<file path="src/rtl/bperm_pkg.sv">
package bperm_pkg;

    typedef enum logic {
        SET_FWD = 1'b0,
        SET_INV = 1'b1
    } addr_set_e;

    localparam int NUM_SETS   = 2;
    localparam int NUM_HALVES = 2;

    function automatic logic other_half(input logic h);
        return ~h;
    endfunction

endpackage

</file>
<file path="src/rtl/bperm_addr_table.sv">
module bperm_addr_table
    import bperm_pkg::*;
#(
    parameter int LANES = 4,
    parameter int DEPTH = 8,
    localparam int AW   = $clog2(DEPTH),
    localparam int LW   = $clog2(LANES)
) (
    input  logic              clk,
    input  logic              rst,
    input  logic              ld_en,
    input  addr_set_e         ld_set,
    input  logic [LW-1:0]     ld_bank,
    input  logic [AW-1:0]     ld_idx,
    input  logic [AW-1:0]     ld_val,
    input  addr_set_e         rd_set,
    input  logic [AW-1:0]     rd_idx,
    output logic [LANES*AW-1:0] rd_addr
);

    logic [AW-1:0] tbl [NUM_SETS][LANES][DEPTH];

    // Identity mapping after reset; any later write replaces one entry.
    always_ff @(posedge clk) begin
        if (rst) begin
            for (int s = 0; s < NUM_SETS; s++) begin
                for (int l = 0; l < LANES; l++) begin
                    for (int i = 0; i < DEPTH; i++) begin
                        tbl[s][l][i] <= AW'(i);
                    end
                end
            end
        end else if (ld_en) begin
            tbl[ld_set][ld_bank][ld_idx] <= ld_val;
        end
    end

    for (genvar l = 0; l < LANES; l++) begin : g_lookup
        assign rd_addr[l*AW +: AW] = tbl[rd_set][l][rd_idx];
    end

endmodule

</file>
<file path="src/rtl/bperm_bank.sv">
module bperm_bank
    import bperm_pkg::*;
#(
    parameter int DEPTH = 8,
    parameter int WIDTH = 8,
    localparam int AW   = $clog2(DEPTH)
) (
    input  logic             clk,
    input  logic             wr_en,
    input  logic             wr_half,
    input  logic [AW-1:0]    wr_addr,
    input  logic [WIDTH-1:0] wr_data,
    input  logic             rd_half,
    input  logic [AW-1:0]    rd_addr,
    output logic [WIDTH-1:0] rd_data
);

    logic [WIDTH-1:0] mem [NUM_HALVES][DEPTH];

    always_ff @(posedge clk) begin
        if (wr_en) begin
            mem[wr_half][wr_addr] <= wr_data;
        end
    end

    assign rd_data = mem[rd_half][rd_addr];

endmodule

</file>
<file path="src/rtl/bperm_ctrl.sv">
module bperm_ctrl
    import bperm_pkg::*;
#(
    parameter int DEPTH = 8,
    localparam int AW   = $clog2(DEPTH)
) (
    input  logic          clk,
    input  logic          rst,
    input  logic          in_valid,
    input  logic          dir_sel,
    input  logic          out_ready,
    output logic          wr_en,
    output logic          wr_half,
    output logic [AW-1:0] wr_row,
    output addr_set_e     wr_set,
    output logic          rd_half,
    output logic [AW-1:0] rd_row,
    output logic          out_valid,
    output logic          block_done,
    output logic          overflow,
    output logic          idle
);

    localparam logic [AW-1:0] LAST_ROW = AW'(DEPTH - 1);

    logic [NUM_HALVES-1:0] full_q;
    logic                  wr_half_q;
    logic                  rd_half_q;
    logic [AW-1:0]         wr_cnt_q;
    logic [AW-1:0]         rd_cnt_q;
    addr_set_e             set_q;

    logic accept, drop, wr_last, rd_fire, rd_last;

    always_comb begin
        accept  = in_valid && !full_q[wr_half_q];
        drop    = in_valid &&  full_q[wr_half_q];
        wr_last = accept && (wr_cnt_q == LAST_ROW);
        rd_fire = full_q[rd_half_q] && out_ready;
        rd_last = rd_fire && (rd_cnt_q == LAST_ROW);
    end

    assign wr_en     = accept;
    assign wr_half   = wr_half_q;
    assign wr_row    = wr_cnt_q;
    assign wr_set    = (wr_cnt_q == '0) ? addr_set_e'(dir_sel) : set_q;
    assign rd_half   = rd_half_q;
    assign rd_row    = rd_cnt_q;
    assign out_valid = full_q[rd_half_q];
    assign idle      = (full_q == '0) && (wr_cnt_q == '0);

    always_ff @(posedge clk) begin
        if (rst) begin
            full_q     <= '0;
            wr_half_q  <= 1'b0;
            rd_half_q  <= 1'b0;
            wr_cnt_q   <= '0;
            rd_cnt_q   <= '0;
            set_q      <= SET_FWD;
            block_done <= 1'b0;
            overflow   <= 1'b0;
        end else begin
            block_done <= wr_last;
            overflow   <= drop;
            if (accept) begin
                wr_cnt_q <= wr_last ? '0 : wr_cnt_q + 1'b1;
                if (wr_cnt_q == '0) begin
                    set_q <= addr_set_e'(dir_sel);
                end
            end
            if (wr_last) begin
                wr_half_q <= other_half(wr_half_q);
            end
            if (rd_fire) begin
                rd_cnt_q <= rd_last ? '0 : rd_cnt_q + 1'b1;
            end
            if (rd_last) begin
                rd_half_q <= other_half(rd_half_q);
            end
            for (int h = 0; h < NUM_HALVES; h++) begin
                if (wr_last && (wr_half_q == 1'(h))) begin
                    full_q[h] <= 1'b1;
                end else if (rd_last && (rd_half_q == 1'(h))) begin
                    full_q[h] <= 1'b0;
                end
            end
        end
    end

endmodule

</file>
<file path="src/rtl/perm_store_banked.sv">
module perm_store_banked
    import bperm_pkg::*;
#(
    parameter int LANES = 4,
    parameter int DEPTH = 8,
    parameter int WIDTH = 8,
    localparam int AW   = $clog2(DEPTH),
    localparam int LW   = $clog2(LANES)
) (
    input  logic                   clk,
    input  logic                   rst,
    input  logic                   in_valid,
    input  logic [LANES*WIDTH-1:0] in_data,
    input  logic                   dir_sel,
    input  logic                   out_ready,
    output logic                   out_valid,
    output logic [LANES*WIDTH-1:0] out_data,
    output logic                   block_done,
    output logic                   overflow,
    input  logic                   tbl_we,
    input  logic                   tbl_set,
    input  logic [LW-1:0]          tbl_bank,
    input  logic [AW-1:0]          tbl_idx,
    input  logic [AW-1:0]          tbl_addr
);

    logic                wr_en;
    logic                wr_half;
    logic [AW-1:0]       wr_row;
    addr_set_e           wr_set;
    logic                rd_half;
    logic [AW-1:0]       rd_row;
    logic                idle;
    logic [LANES*AW-1:0] lane_addr;

    bperm_ctrl #(.DEPTH(DEPTH)) u_ctrl (
        .clk        (clk),
        .rst        (rst),
        .in_valid   (in_valid),
        .dir_sel    (dir_sel),
        .out_ready  (out_ready),
        .wr_en      (wr_en),
        .wr_half    (wr_half),
        .wr_row     (wr_row),
        .wr_set     (wr_set),
        .rd_half    (rd_half),
        .rd_row     (rd_row),
        .out_valid  (out_valid),
        .block_done (block_done),
        .overflow   (overflow),
        .idle       (idle)
    );

    bperm_addr_table #(.LANES(LANES), .DEPTH(DEPTH)) u_table (
        .clk     (clk),
        .rst     (rst),
        .ld_en   (tbl_we && idle),
        .ld_set  (addr_set_e'(tbl_set)),
        .ld_bank (tbl_bank),
        .ld_idx  (tbl_idx),
        .ld_val  (tbl_addr),
        .rd_set  (wr_set),
        .rd_idx  (wr_row),
        .rd_addr (lane_addr)
    );

    for (genvar l = 0; l < LANES; l++) begin : g_lane
        bperm_bank #(.DEPTH(DEPTH), .WIDTH(WIDTH)) u_bank (
            .clk     (clk),
            .wr_en   (wr_en),
            .wr_half (wr_half),
            .wr_addr (lane_addr[l*AW +: AW]),
            .wr_data (in_data[l*WIDTH +: WIDTH]),
            .rd_half (rd_half),
            .rd_addr (rd_row),
            .rd_data (out_data[l*WIDTH +: WIDTH])
        );
    end

endmodule

</file>
<file path="config.mk">
export PLATFORM = sky130hd
export DESIGN_NAME = perm_store_banked
export DESIGN_NICKNAME = d
export VERILOG_FILES = /design/src/rtl/bperm_pkg.sv /design/src/rtl/bperm_addr_table.sv /design/src/rtl/bperm_bank.sv /design/src/rtl/bperm_ctrl.sv /design/src/rtl/perm_store_banked.sv
export SDC_FILE = /design/constraint.sdc
export NUM_CORES = 1
export LEC_CHECK = 0
export ABC_AREA = 1
export BUFFER_PORTS_ARGS = -buffer_cell sky130_fd_sc_hd__buf_2
export CAP_MARGIN = 20
export CORE_ASPECT_RATIO = 1.25
export CORE_MARGIN = 4
export CORE_UTILIZATION = 70
export CTS_BUF_LIST = sky130_fd_sc_hd__clkbuf_4 sky130_fd_sc_hd__clkbuf_8
export CTS_CLUSTER_DIAMETER = 150
export DETAILED_ROUTE_END_ITERATION = 8
export PLACE_DENSITY = 0.88
export RECOVER_POWER = 50
export REMOVE_ABC_BUFFERS = 1
export SKIP_LAST_GASP = 1
export SLEW_MARGIN = 15
export SYNTH_ARGS = -nofsm -noshare
export SYNTH_HDL_FRONTEND = slang
export SYNTH_HIERARCHICAL = 1
export SYNTH_SLANG_ARGS = --single-unit
export TNS_END_PERCENT = 1
</file>
<file path="constraint.sdc">
create_clock -name clk -period 6.4 [get_ports clk]
set_input_delay 0.32 -clock clk [delete_from_list [all_inputs] [get_ports clk]]
set_output_delay 0.32 -clock clk [all_outputs]
set_load 0.02 [all_outputs]
</file>
-- Word-level counts from Yosys, hierarchy flattened
Memories as Yosys holds them, arrays and structs flattened. A register that Yosys moved wholly into a read port is not among the register bits.
Index checks and enable logic that the tools add are counted.
- $add $sub $neg: 2
- order comparisons: 16
- equality and inequality tests: 2
- muxes and demuxes: 68
- bitwise logic cells: 10
- reduce and logical (&&, ||, !) cells: 23
- operators by type and width (operator ; count):
    96-bit two-way mux ; 3
    64-bit two-way mux ; 4
    8-bit binary-select mux with 3-bit select ; 4
    8-bit demux with 3-bit select ; 4
    8-bit two-way mux ; 12
    96-bit OR reduction ; 1
    24-bit demux with 2-bit select ; 1
    3-bit binary-select mux with 3-bit select ; 4
    3-bit two-way mux ; 11
    4-bit greater-or-equal comparator, second input constant ; 7
    3-bit inverter with 4-bit output ; 7
    24-bit two-way mux ; 1
    1-bit two-way mux ; 23
    4-bit by 1-bit < comparator with 1-bit output, second input constant ; 5
    1-bit logical AND ; 17
    3-bit demux with 3-bit select ; 1
    3-bit by 1-bit adder with 3-bit output, second input constant ; 2
    3-bit equality test, second input constant ; 2
    1-bit by 2-bit < comparator with 1-bit output, second input constant ; 2
    2-bit nonzero test ; 2
    3-bit greater-or-equal comparator, second input constant ; 1
    3-bit zero test ; 1
    3-bit by 1-bit < comparator with 1-bit output, second input constant ; 1
    2-bit inverter with 3-bit output ; 1
    other kinds (3) ; 4
- register bits after elaboration: 13
- memory bits (writable): 704
- output and inout port bits: 35
- memories: 5
- memory list (name ; words ; width ; rd ports ; clocked after memory_dff ; wr ports ; line ; text):
    u_table.tbl ; 2 ; 96 ; 1 ; 0 ; 2 ; bperm_addr_table.sv:21 ; logic [AW-1:0] tbl [NUM_SETS][LANES][DEPTH];
    g_lane[0].u_bank.mem ; 2 ; 64 ; 1 ; 1 ; 1 ; bperm_bank.sv:18 ; logic [WIDTH-1:0] mem [NUM_HALVES][DEPTH];
    g_lane[1].u_bank.mem ; 2 ; 64 ; 1 ; 1 ; 1 ; bperm_bank.sv:18 ;
    g_lane[2].u_bank.mem ; 2 ; 64 ; 1 ; 1 ; 1 ; bperm_bank.sv:18 ;
    g_lane[3].u_bank.mem ; 2 ; 64 ; 1 ; 1 ; 1 ; bperm_bank.sv:18 ;

-- Longest topological paths before layout
Gate-level depths: netlist of run 1.
An unclocked memory read counts as a cell.
- word-level depth: 12
- depth in mapped cells: 19
- gate-level depth less buffers: 17

-- Cells and area by module
The synthesis of run 1 kept the hierarchy.
- modules (own cells, without submodules) (module ; instances ; cells an instance ; area each (sq um) ; seq. area each (sq um)):
    bperm_bank ; 4 ; 548 ; 5634.2 ; 3843.7
    bperm_addr_table ; 1 ; 1107 ; 9529.1 ; 5765.5
    bperm_ctrl ; 1 ; 93 ; 659.4 ; 260.2
    perm_store_banked ; 1 ; 2 ; 7.5 ; 0.0

-- Worst setup path before layout of run 1
No wires, ideal clock.
- path type: flip-flop to flip-flop
- start point: reg u_ctrl.wr_cnt_q[0], in the netlist u_ctrl/wr_row[0]
- end point: mem g_lane[2].u_bank/mem[0][10] (netlist bit) (enable)
- setup time: 0.383 ns
- data arrival time: 2.646 ns
- slack: 3.371 ns
- stages on the path, launching flop included: 19
- path through: dfxtp_1 > inv_1 > ha_1 > nand2_1 > nand2_1 > o21ai_0 > inv_1 > buf_2 > inv_2 > buf_2 > buf_4 > nand2_1 > nand3_1 > nand3_1 > nand3_1 > nand2_1 > nor2_1 > inv_1 > nor3_1
- longest elaborated chain between the ends: 12
- elaborated cells between the ends (all ways): 14
- those cells by class: 2 x order compare; 7 x mux; 2 x bitwise; 2 x reduce/logical; 1 x memory
- RTL lines (element ; line ; text):
    from (decl) ; bperm_ctrl.sv:29 ; logic [AW-1:0] wr_cnt_q;
    from (signal assigned) ; bperm_ctrl.sv:66 ; wr_cnt_q <= wr_last ? '0 : wr_cnt_q + 1'b1;
    3-bit zero test * ; bperm_ctrl.sv:46 ; assign wr_set = (wr_cnt_q == '0) ? addr_set_e'(dir_sel) : set_q;
    1-bit two-way mux * ; bperm_ctrl.sv:46 ;
    net wr_set ; perm_store_banked.sv:30 ; addr_set_e wr_set;
    memory read 2 x 96 bit * ; - ;
    3-bit binary-select mux with 3-bit select * ; bperm_addr_table.sv:39 ; assign rd_addr[l*AW +: AW] = tbl[rd_set][l][rd_idx];
    3-bit two-way mux (implied by the code) * (2 in a row) ; bperm_addr_table.sv:39 ;
    net lane_addr[6] ; perm_store_banked.sv:34 ; logic [LANES*AW-1:0] lane_addr;
    3-bit inverter with 4-bit output (implied by the code) * ; bperm_bank.sv:22 ; mem[wr_half][wr_addr] <= wr_data;
    4-bit greater-or-equal comparator (implied by the code) / 4-bit by 1-bit < comparator with 1-bit output (equally long branches) ; bperm_bank.sv:22 ;
    1-bit logical AND (implied by the code) ; bperm_bank.sv:22 ;
    8-bit two-way mux (implied by the code) ; bperm_bank.sv:22 ;
    8-bit demux with 3-bit select * ; bperm_bank.sv:22 ;
    64-bit two-way mux (implied by the code) * ; bperm_bank.sv:22 ;
    to (decl) ; bperm_bank.sv:18 ;
The timed path passes the listed nets; every way through them passes the cells marked *. The select of a mux whose other input is x is not followed.

==> flow_metrics.py, run 1 <==
metrics = {
    "placed_design": {
        "routabilityCongestion": 0.882,
        "pre_cts_slack_ns": 2.12,
        "hpwl_um": 46800,
        "place_area_mm2": 0.0331,
        "port_buffers": 81,
    },
    "min_path": {
        "min_path_type": "input pin to flip-flop",
        "hold_path_end": "u_table/tbl[0][11]$_SDFFCE_PN1P_",
        "holdPathStages": 3,
        "min-delay-start": "tbl_idx[1]",
    },
    "detailed_routing": {
        "vias": 24000,
        "wl_per_cell_um": 19.0,
        "via_per_inst": 5.80,
        "drt_first_pass_iters": 7,
        "ant_nets": 0,
        "drt-initial-drc-count": 3102,
        "routed_wl_um": 78700,
        "drc": 0,
    },
    "worst_setup_path": {
        "crit_chain": "buf_4, buf_4, nand2_1, nand2_1, nand2_1, nand3_1, nand3_1, nand2_1, buf_2",
        "cp_common_cell": "nand2_1",
        "start_kind": "flip-flop",
        "reg2reg_to": "u_table/tbl[0][83]$_SDFFCE_PN1P_",
        "endpoint_kind": "output pin",
        "crit_slowest_cell": "dfxtp_1",
        "crit_required_ns": 6.08,
        "reg2reg_slack_ns": 1.46,
        "path_class": "flip-flop to output pin",
        "reg2reg_depth": 12,
        "critPathTopFamily": "flip-flops",
        "path_buf_inv": 3,
        "critPathMaxStageDelay_ns": 1.95,
        "r2r-start": "u_ctrl/wr_row[1]$_SDFFE_PP0P_",
        "arrival_ns": 4.73,
        "cp_max_fo": 65,
    },
    "grt": {
        "grtUsageMet3_pct": 5.03,
        "grtUsageMet1_pct": 40.0,
        "gr-total-overflow": 0,
        "grt_first_pass_wirelength_um": 122000,
        "grt_usage_pct": 30.6,
        "grtUsageMet2_pct": 50.6,
        "grt-busiest-layer": "met2",
        "grt_max_degree": 97,
        "grt_pass1_vias": 23600,
        "grt_antenna_before_repair": 2,
    },
    "pwr": {
        "power.net_switching_w": 0.00235,
        "sw_frac_of_total_pct": 23.9,
        "p_per_area_mw_per_mm2": 278,
        "power.internal_w": 0.00747,
        "p_leak_nw": 15.4,
        "peakVddDrop_mv": 0.192,
        "p_seq_share_pct": 54.7,
        "power.share.clock_pct": 36.8,
        "combPwrFrac_pct": 8.4,
        "finalPower_w": 0.00982,
    },
    "timing": {
        "fmax_ghz": 0.198,
        "worst_pin_slew_ns": 2.51,
        "slew_headroom_pct": -67.6,
        "setup_violations": 0,
        "worst_slack_ns": 1.35,
        "skew_ns": 0.0348,
        "finalMaxSlewViolations": 148,
        "post-route-min-period_ns": 5.05,
        "timing.final.crit_share_pct": 79.0,
        "rsz0062_at_grt": "false",
        "hold_viol_final": 0,
    },
    "final_layout": {
        "drive_gt1_share_pct": 8.23,
        "final_area_mm2": 0.0353,
        "nFillCells": 2931,
        "layout_commonest_cell": "nand2_1",
        "areaGrowthSynthToFinish_pct": 7.83,
        "fin_nets": 3514,
        "final_cell_mix": "nand2_1, edfxtp_1, inv_1",
    },
    "synthesis": {
        "syn_avg_cell_area_um2": 9.64,
        "yosys.area.top_type_share_pct": 64.6,
        "yosysSeqAreaShare_pct": 65.4,
        "synth_cell_type_count": 25,
        "netlist_instances": 3394,
        "synthTopCellsByArea": "edfxtp_1, nand2_1, nand3_1",
        "ys_seq_elements": 717,
        "synth_area_leader_cell": "edfxtp_1",
        "yosys_warnings": 6,
        "syn_area_mm2": 0.0327,
    },
    "clocking": {
        "numCtsBuffers": 103,
        "cts_buffer_depth": 3,
        "cts_num_sinks": 717,
        "cts_max_level": 3,
        "postCtsSetupBuffers": 0,
        "clk_pin_slew_worst_paths_ns": 0.06,
        "clock_latency_ns": 0.69,
        "clockRootBuffer": "clkbuf_8",
        "cts_tree": "yes",
    },
    "floorplanning": {
        "ios": 82,
        "fp.dieArea_mm2": 0.0503,
        "start_util_pct": 70.8,
        "die_w_um": 201,
        "core_mm2": 0.0462,
        "die_y_um": 250,
        "rows": 88,
    },
    "flow_run": {
        "cap_viol_max_count": 5,
    },
    "outcome": {
        "violations": "max-capacitance violations, max-slew violations",
        "outcome": "finished, violations left",
    },
}
routing by layer:
metal,wire length (um),share of wire [%]
met5,0,0
met4,3010,3.8
met3,8470,11
met2,38900,49
met1,28300,36
logic make-up after synthesis:
logic type	Yosys count	synth area share, %
buf+inv	787	10.2
compound gates	24	0.405
flops	717	65.4
simple gates	1861	23.9
fa+ha+maj	5	0.191
repair_timing:
item                                   4_1_cts  5_1_grt
resized for setup                            0        0
hold buffers                                 5        0
endpoints found under the hold margin       11        0
cell usage after synthesis:
cell and count:
nor2_2 4, o21ai_0 4, buf_6 28, nand2_2 4, inv_2 14, dfxtp_1 13, ha_1 5, nand2_1 1070
clkbuf_1 31, buf_1 12, nor2_1 172, nand2_4 1, a31oi_1 1, nor3_1 35, inv_1 610, buf_2 73
a21oi_2 2, nand3_1 564, nor3_4 2, a21oi_1 15, buf_4 19, o21ai_1 1, edfxtp_1 704, nand4_1 9
a31o_2 1
final cells by class:
| cell class | count | area [um^2] | area share (%) |
|---|---|---|---|
| diodes | 2 | 5.00 | 0.0142 |
| clock buffers | 150 | 1810 | 5.12 |
| clock inverters | 40 | 262 | 0.741 |
| inverters | 624 | 2340 | 6.64 |
| multi-input cells | 1890 | 8030 | 22.8 |
| flip-flops and latches | 717 | 21400 | 60.7 |
| well taps | 585 | 732 | 2.07 |
| repair buffers | 126 | 706 | 2.00 |
worst max path at each step:
stage                                  startpoint                                     to  slack, ns  depth (start not counted)
global placement    u_ctrl/wr_row[2]$_SDFFE_PP0P_  g_lane[3].u_bank/mem[0][32]$_DFFE_PP_       2.28                         13
detailed placement  u_ctrl/wr_row[2]$_SDFFE_PP0P_  g_lane[3].u_bank/mem[0][12]$_DFFE_PP_       2.12                         13
finish                u_ctrl/rd_half$_SDFFE_PP0N_                           out_data[30]       1.35                          9
CTS                 u_ctrl/wr_row[2]$_SDFFE_PP0P_  g_lane[3].u_bank/mem[0][13]$_DFFE_PP_       1.99                         13
floorplan             u_ctrl/rd_half$_SDFFE_PP0N_                           out_data[10]      -0.95                          6
global route          u_ctrl/rd_half$_SDFFE_PP0N_                           out_data[22]       1.10                          8
tightest hold or removal path: stages:
cell	delay [ns]
buf_2	0.15
nor3_4	0.11
nand4_1	0.08
state kept, by name, indices dropped and copies added, names as in the netlist:
signal,cells
u_ctrl/rd_half,1
u_ctrl/set_q,1
u_ctrl/rd_row,3
u_ctrl/overflow,1
g_lane.u_bank/mem,512
u_ctrl/block_done,1
u_ctrl/wr_half,1
u_ctrl/full_q,2
u_ctrl/wr_row,3
u_table/tbl,192
per-stage QoR:
stage          utilization [%]  hold slack, ns  cells  setup TNS [ns]
2_1_floorplan                -           0.382   3231          -29.90
3_3_place_gp              71.6           0.502   3924               0
3_5_place_dp              71.6           0.516   3925               0
4_1_cts                   76.2        0.000806   4120               0
5_1_grt                   76.3          0.0985   4133               0
6_report                  76.3          0.0803   4134               0
power groups by stage:
stage / registers [W] / clock network, W / logic (W)
final: 0.00538 / 0.00362 / 0.000829
after global routing: 0.00538 / 0.00388 / 0.000912
after CTS: 0.00537 / 0.00364 / 0.000810
after detailed placement: 0.00547 / 0 / 0.000797
after global placement: 0.00546 / 0 / 0.000763
after floorplan: 0.00547 / 0 / 0.000503
No activity file was read; power rests on OpenSTA's default activity.
==> run 2, diff against run 1 <==
--- a/config.mk
+++ b/config.mk
@@ -10,11 +10,11 @@
 export CAP_MARGIN = 20
 export CORE_ASPECT_RATIO = 1.25
 export CORE_MARGIN = 4
-export CORE_UTILIZATION = 70
+export CORE_UTILIZATION = 65
 export CTS_BUF_LIST = sky130_fd_sc_hd__clkbuf_4 sky130_fd_sc_hd__clkbuf_8
 export CTS_CLUSTER_DIAMETER = 150
 export DETAILED_ROUTE_END_ITERATION = 8
-export PLACE_DENSITY = 0.88
+export PLACE_DENSITY = 0.82
 export RECOVER_POWER = 50
 export REMOVE_ABC_BUFFERS = 1
 export SKIP_LAST_GASP = 1
==> constraint.sdc (replaced) <==
create_clock -name clk -period 5.05 [get_ports clk]
set_input_delay 0.2525 -clock clk [delete_from_list [all_inputs] [get_ports clk]]
set_output_delay 0.2525 -clock clk [all_outputs]
set_load 0.02 [all_outputs]
==> run 2 against run 1 <==
  * The flow still finishes with violations (max-capacitance violations, max-slew violations)
  * Non-clock buffer count is 53 higher
  * Sequential share of layout area shrank 0.82 points
  * First-iteration DRC count down 5.5%
  * Clock power increased by 24%
  * Combinational power is 31% higher
  * Total power grew 26%
  * Utilization down 4.2 points
  * Critical path depth shrank 4
  * Final cell count rose by 2.9%
  * Critical endpoint is now g_lane[3].u_bank/mem[1][39]$_DFFE_PP_
==> flow_metrics.py, run 2 (synthesized netlist as in run 1, its figures left out) <==
metrics = {
    "timing": {
        "rsz0062_at_grt": "false",
        "hold_viol_final": 0,
        "slew_headroom_pct": -37.6,
        "timing.final.crit_share_pct": 85.5,
        "post-route-min-period_ns": 4.32,
        "skew_ns": 0.0305,
        "worst_pin_slew_ns": 2.06,
        "finalMaxSlewViolations": 91,
        "setup_violations": 0,
        "fmax_ghz": 0.232,
    },
    "clocking": {
        "clockRootBuffer": "clkbuf_8",
        "cts_num_sinks": 717,
        "clock_latency_ns": 0.70,
        "numCtsBuffers": 106,
        "cts_tree": "yes",
        "clk_pin_slew_worst_paths_ns": 0.06,
        "cts_buffer_depth": 3,
        "cts_max_level": 3,
        "ctsResizeCount": 0,
    },
    "min_path": {
        "hold_path_end": "u_table/tbl[0][11]$_SDFFCE_PN1P_",
        "holdPathStages": 3,
        "min-delay-start": "tbl_idx[0]",
        "min_path_type": "input pin to flip-flop",
    },
    "floorplanning": {
        "start_util_pct": 65.9,
        "ios": 82,
        "die_y_um": 259,
        "die_w_um": 209,
        "core_mm2": 0.0496,
        "rows": 91,
        "fp.dieArea_mm2": 0.0540,
    },
    "final_layout": {
        "seqCellArea_mm2": 0.0214,
        "largest_reg_flops": 512,
        "final_cell_mix": "nand2_1, edfxtp_1, inv_1",
        "drive_gt1_share_pct": 7.97,
        "areaGrowthSynthToFinish_pct": 9.32,
        "reg_top3": "g_lane.u_bank/mem (512), u_table/tbl (192)",
        "nFillCells": 3423,
        "fin_nets": 3570,
        "finish.utilization_pct": 72.1,
        "final_area_mm2": 0.0358,
        "largest-register": "g_lane.u_bank/mem",
        "multi_input_area_mm2": 0.00799,
        "layout_commonest_cell": "nand2_1",
    },
    "grt": {
        "grt_first_pass_wirelength_um": 124000,
        "grt_usage_pct": 28.9,
        "gr-total-overflow": 0,
        "grt_pass1_vias": 23700,
        "grt_antenna_before_repair": 1,
        "grt_max_degree": 97,
    },
    "outcome": {
        "outcome": "finished, violations left",
        "violations": "max-capacitance violations, max-slew violations",
    },
    "placed_design": {
        "place_area_mm2": 0.0334,
        "hpwl_um": 48400,
        "routabilityCongestion": 0.910,
        "port_buffers": 81,
    },
    "detailed_routing": {
        "via_per_inst": 5.71,
        "drt_first_pass_iters": 6,
        "ant_nets": 0,
        "drc": 0,
        "drt-initial-drc-count": 2932,
        "vias": 24300,
        "wl_per_cell_um": 18.7,
        "routed_wl_um": 79400,
    },
    "worst_setup_path": {
        "crit_required_ns": 5.44,
        "endpoint_kind": "flip-flop",
        "r2r-start": "u_ctrl/wr_half$_SDFFE_PP0N_",
        "path_class": "flip-flop to flip-flop",
        "start_kind": "flip-flop",
        "reg2reg_to": "g_lane[3].u_bank/mem[1][39]$_DFFE_PP_",
        "cp_max_fo": 20,
        "reg2reg_depth": 5,
        "arrival_ns": 4.71,
        "reg2reg_slack_ns": 0.73,
    },
    "flow_run": {
        "cap_viol_max_count": 3,
    },
    "pwr": {
        "finalPower_w": 0.0124,
        "power.internal_w": 0.00940,
        "p_leak_nw": 15.5,
        "combPwrFrac_pct": 8.8,
        "power.share.clock_pct": 36.2,
        "power.net_switching_w": 0.00298,
        "p_per_area_mw_per_mm2": 346,
        "sw_frac_of_total_pct": 24.1,
        "peakVddDrop_mv": 0.235,
        "p_seq_share_pct": 55.0,
    },
}
[run 2: changes by cell type in the layout (fill, tap and decap cells not counted), moves of 5 or more]
cell           previous run  this run
clkbuf_1                 36        41
buf_2                    52        47
clkinv_1                 19        29
clkbuf_4                 41        31
buf_4                    26        47
dlygate4sd3_1             5        40
nor3_2                    8         0
nor3_1                   27        35
[run 2: per-layer routing]
| layer | share of wire, % | vias to the layer above | global-route usage (%) |
|---|---|---|---|
| met5 | 0 | - | 0 |
| met4 | 3.8 | 0 | 12.8 |
| met3 | 10 | 250 | 4.61 |
| met2 | 50 | 1564 | 48.2 |
| met1 | 36 | 11300 | 37.9 |
| li1 | - | 11100 | - |
[run 2: critical path, cell delays in order, from the launching register on]
cell and delay [ns]:
dfxtp_1 0.36, clkbuf_1 1.00, clkbuf_1 1.14, inv_1 0.53, nor3_1 0.71, buf_4 0.26
[run 2: how the worst max path moves through the flow]
stage	from	to	depth (start not counted)
after global routing	u_ctrl/wr_row[0]$_SDFFE_PP0P_	u_table/tbl[0][63]$_SDFFCE_PN0P_	11
after CTS	u_ctrl/wr_row[0]$_SDFFE_PP0P_	g_lane[1].u_bank/mem[0][8]$_DFFE_PP_	15
after floorplan	u_ctrl/rd_half$_SDFFE_PP0N_	out_data[10]	6
after global placement	u_ctrl/wr_row[0]$_SDFFE_PP0P_	g_lane[1].u_bank/mem[0][12]$_DFFE_PP_	15
final	u_ctrl/wr_half$_SDFFE_PP0N_	g_lane[3].u_bank/mem[1][39]$_DFFE_PP_	5
after detailed placement	u_ctrl/wr_row[0]$_SDFFE_PP0P_	g_lane[1].u_bank/mem[0][9]$_DFFE_PP_	15
[run 2: metrics by stage]
stage / instances / TNS [ns] / setup WS [ns] / hold slack (ns)
5_1_grt: 4252 / 0 / 0.661 / 0.0467
2_1_floorplan: 3231 / -402.81 / -2.23 / 0.315
6_report: 4252 / 0 / 0.734 / 0.0740
3_3_place_gp: 4018 / 0 / 1.37 / 0.455
3_5_place_dp: 4018 / 0 / 1.24 / 0.466
4_1_cts: 4248 / 0 / 1.23 / 0.00845
[run 2: power groups by stage]
stage          clock network [W]  logic (W)  registers (W)
5_1_grt                  0.00480    0.00119        0.00682
3_3_place_gp                   0   0.000998        0.00692
4_1_cts                  0.00454    0.00107        0.00680
3_5_place_dp                   0    0.00104        0.00693
6_report                 0.00448    0.00109        0.00681
2_1_floorplan                  0   0.000637        0.00693
[run 2: layout make-up]
| class | count | area share (%) |
|---|---|---|
| tap | 651 | 2.28 |
| inverter | 624 | 6.55 |
| timing repair buffer | 179 | 3.37 |
| clock buffer | 142 | 4.92 |
| multi-input combinational | 1890 | 22.3 |
| clock inverter | 48 | 0.724 |
| antenna | 1 | 0.00699 |
| sequential | 717 | 59.8 |
[run 2: timing repair]
item                                    in CTS  in global routing
hold buffers                                40                  0
endpoints found under the setup margin       0                  0
setup buffers                                0                  0
hold endpoints to repair                   532                  0
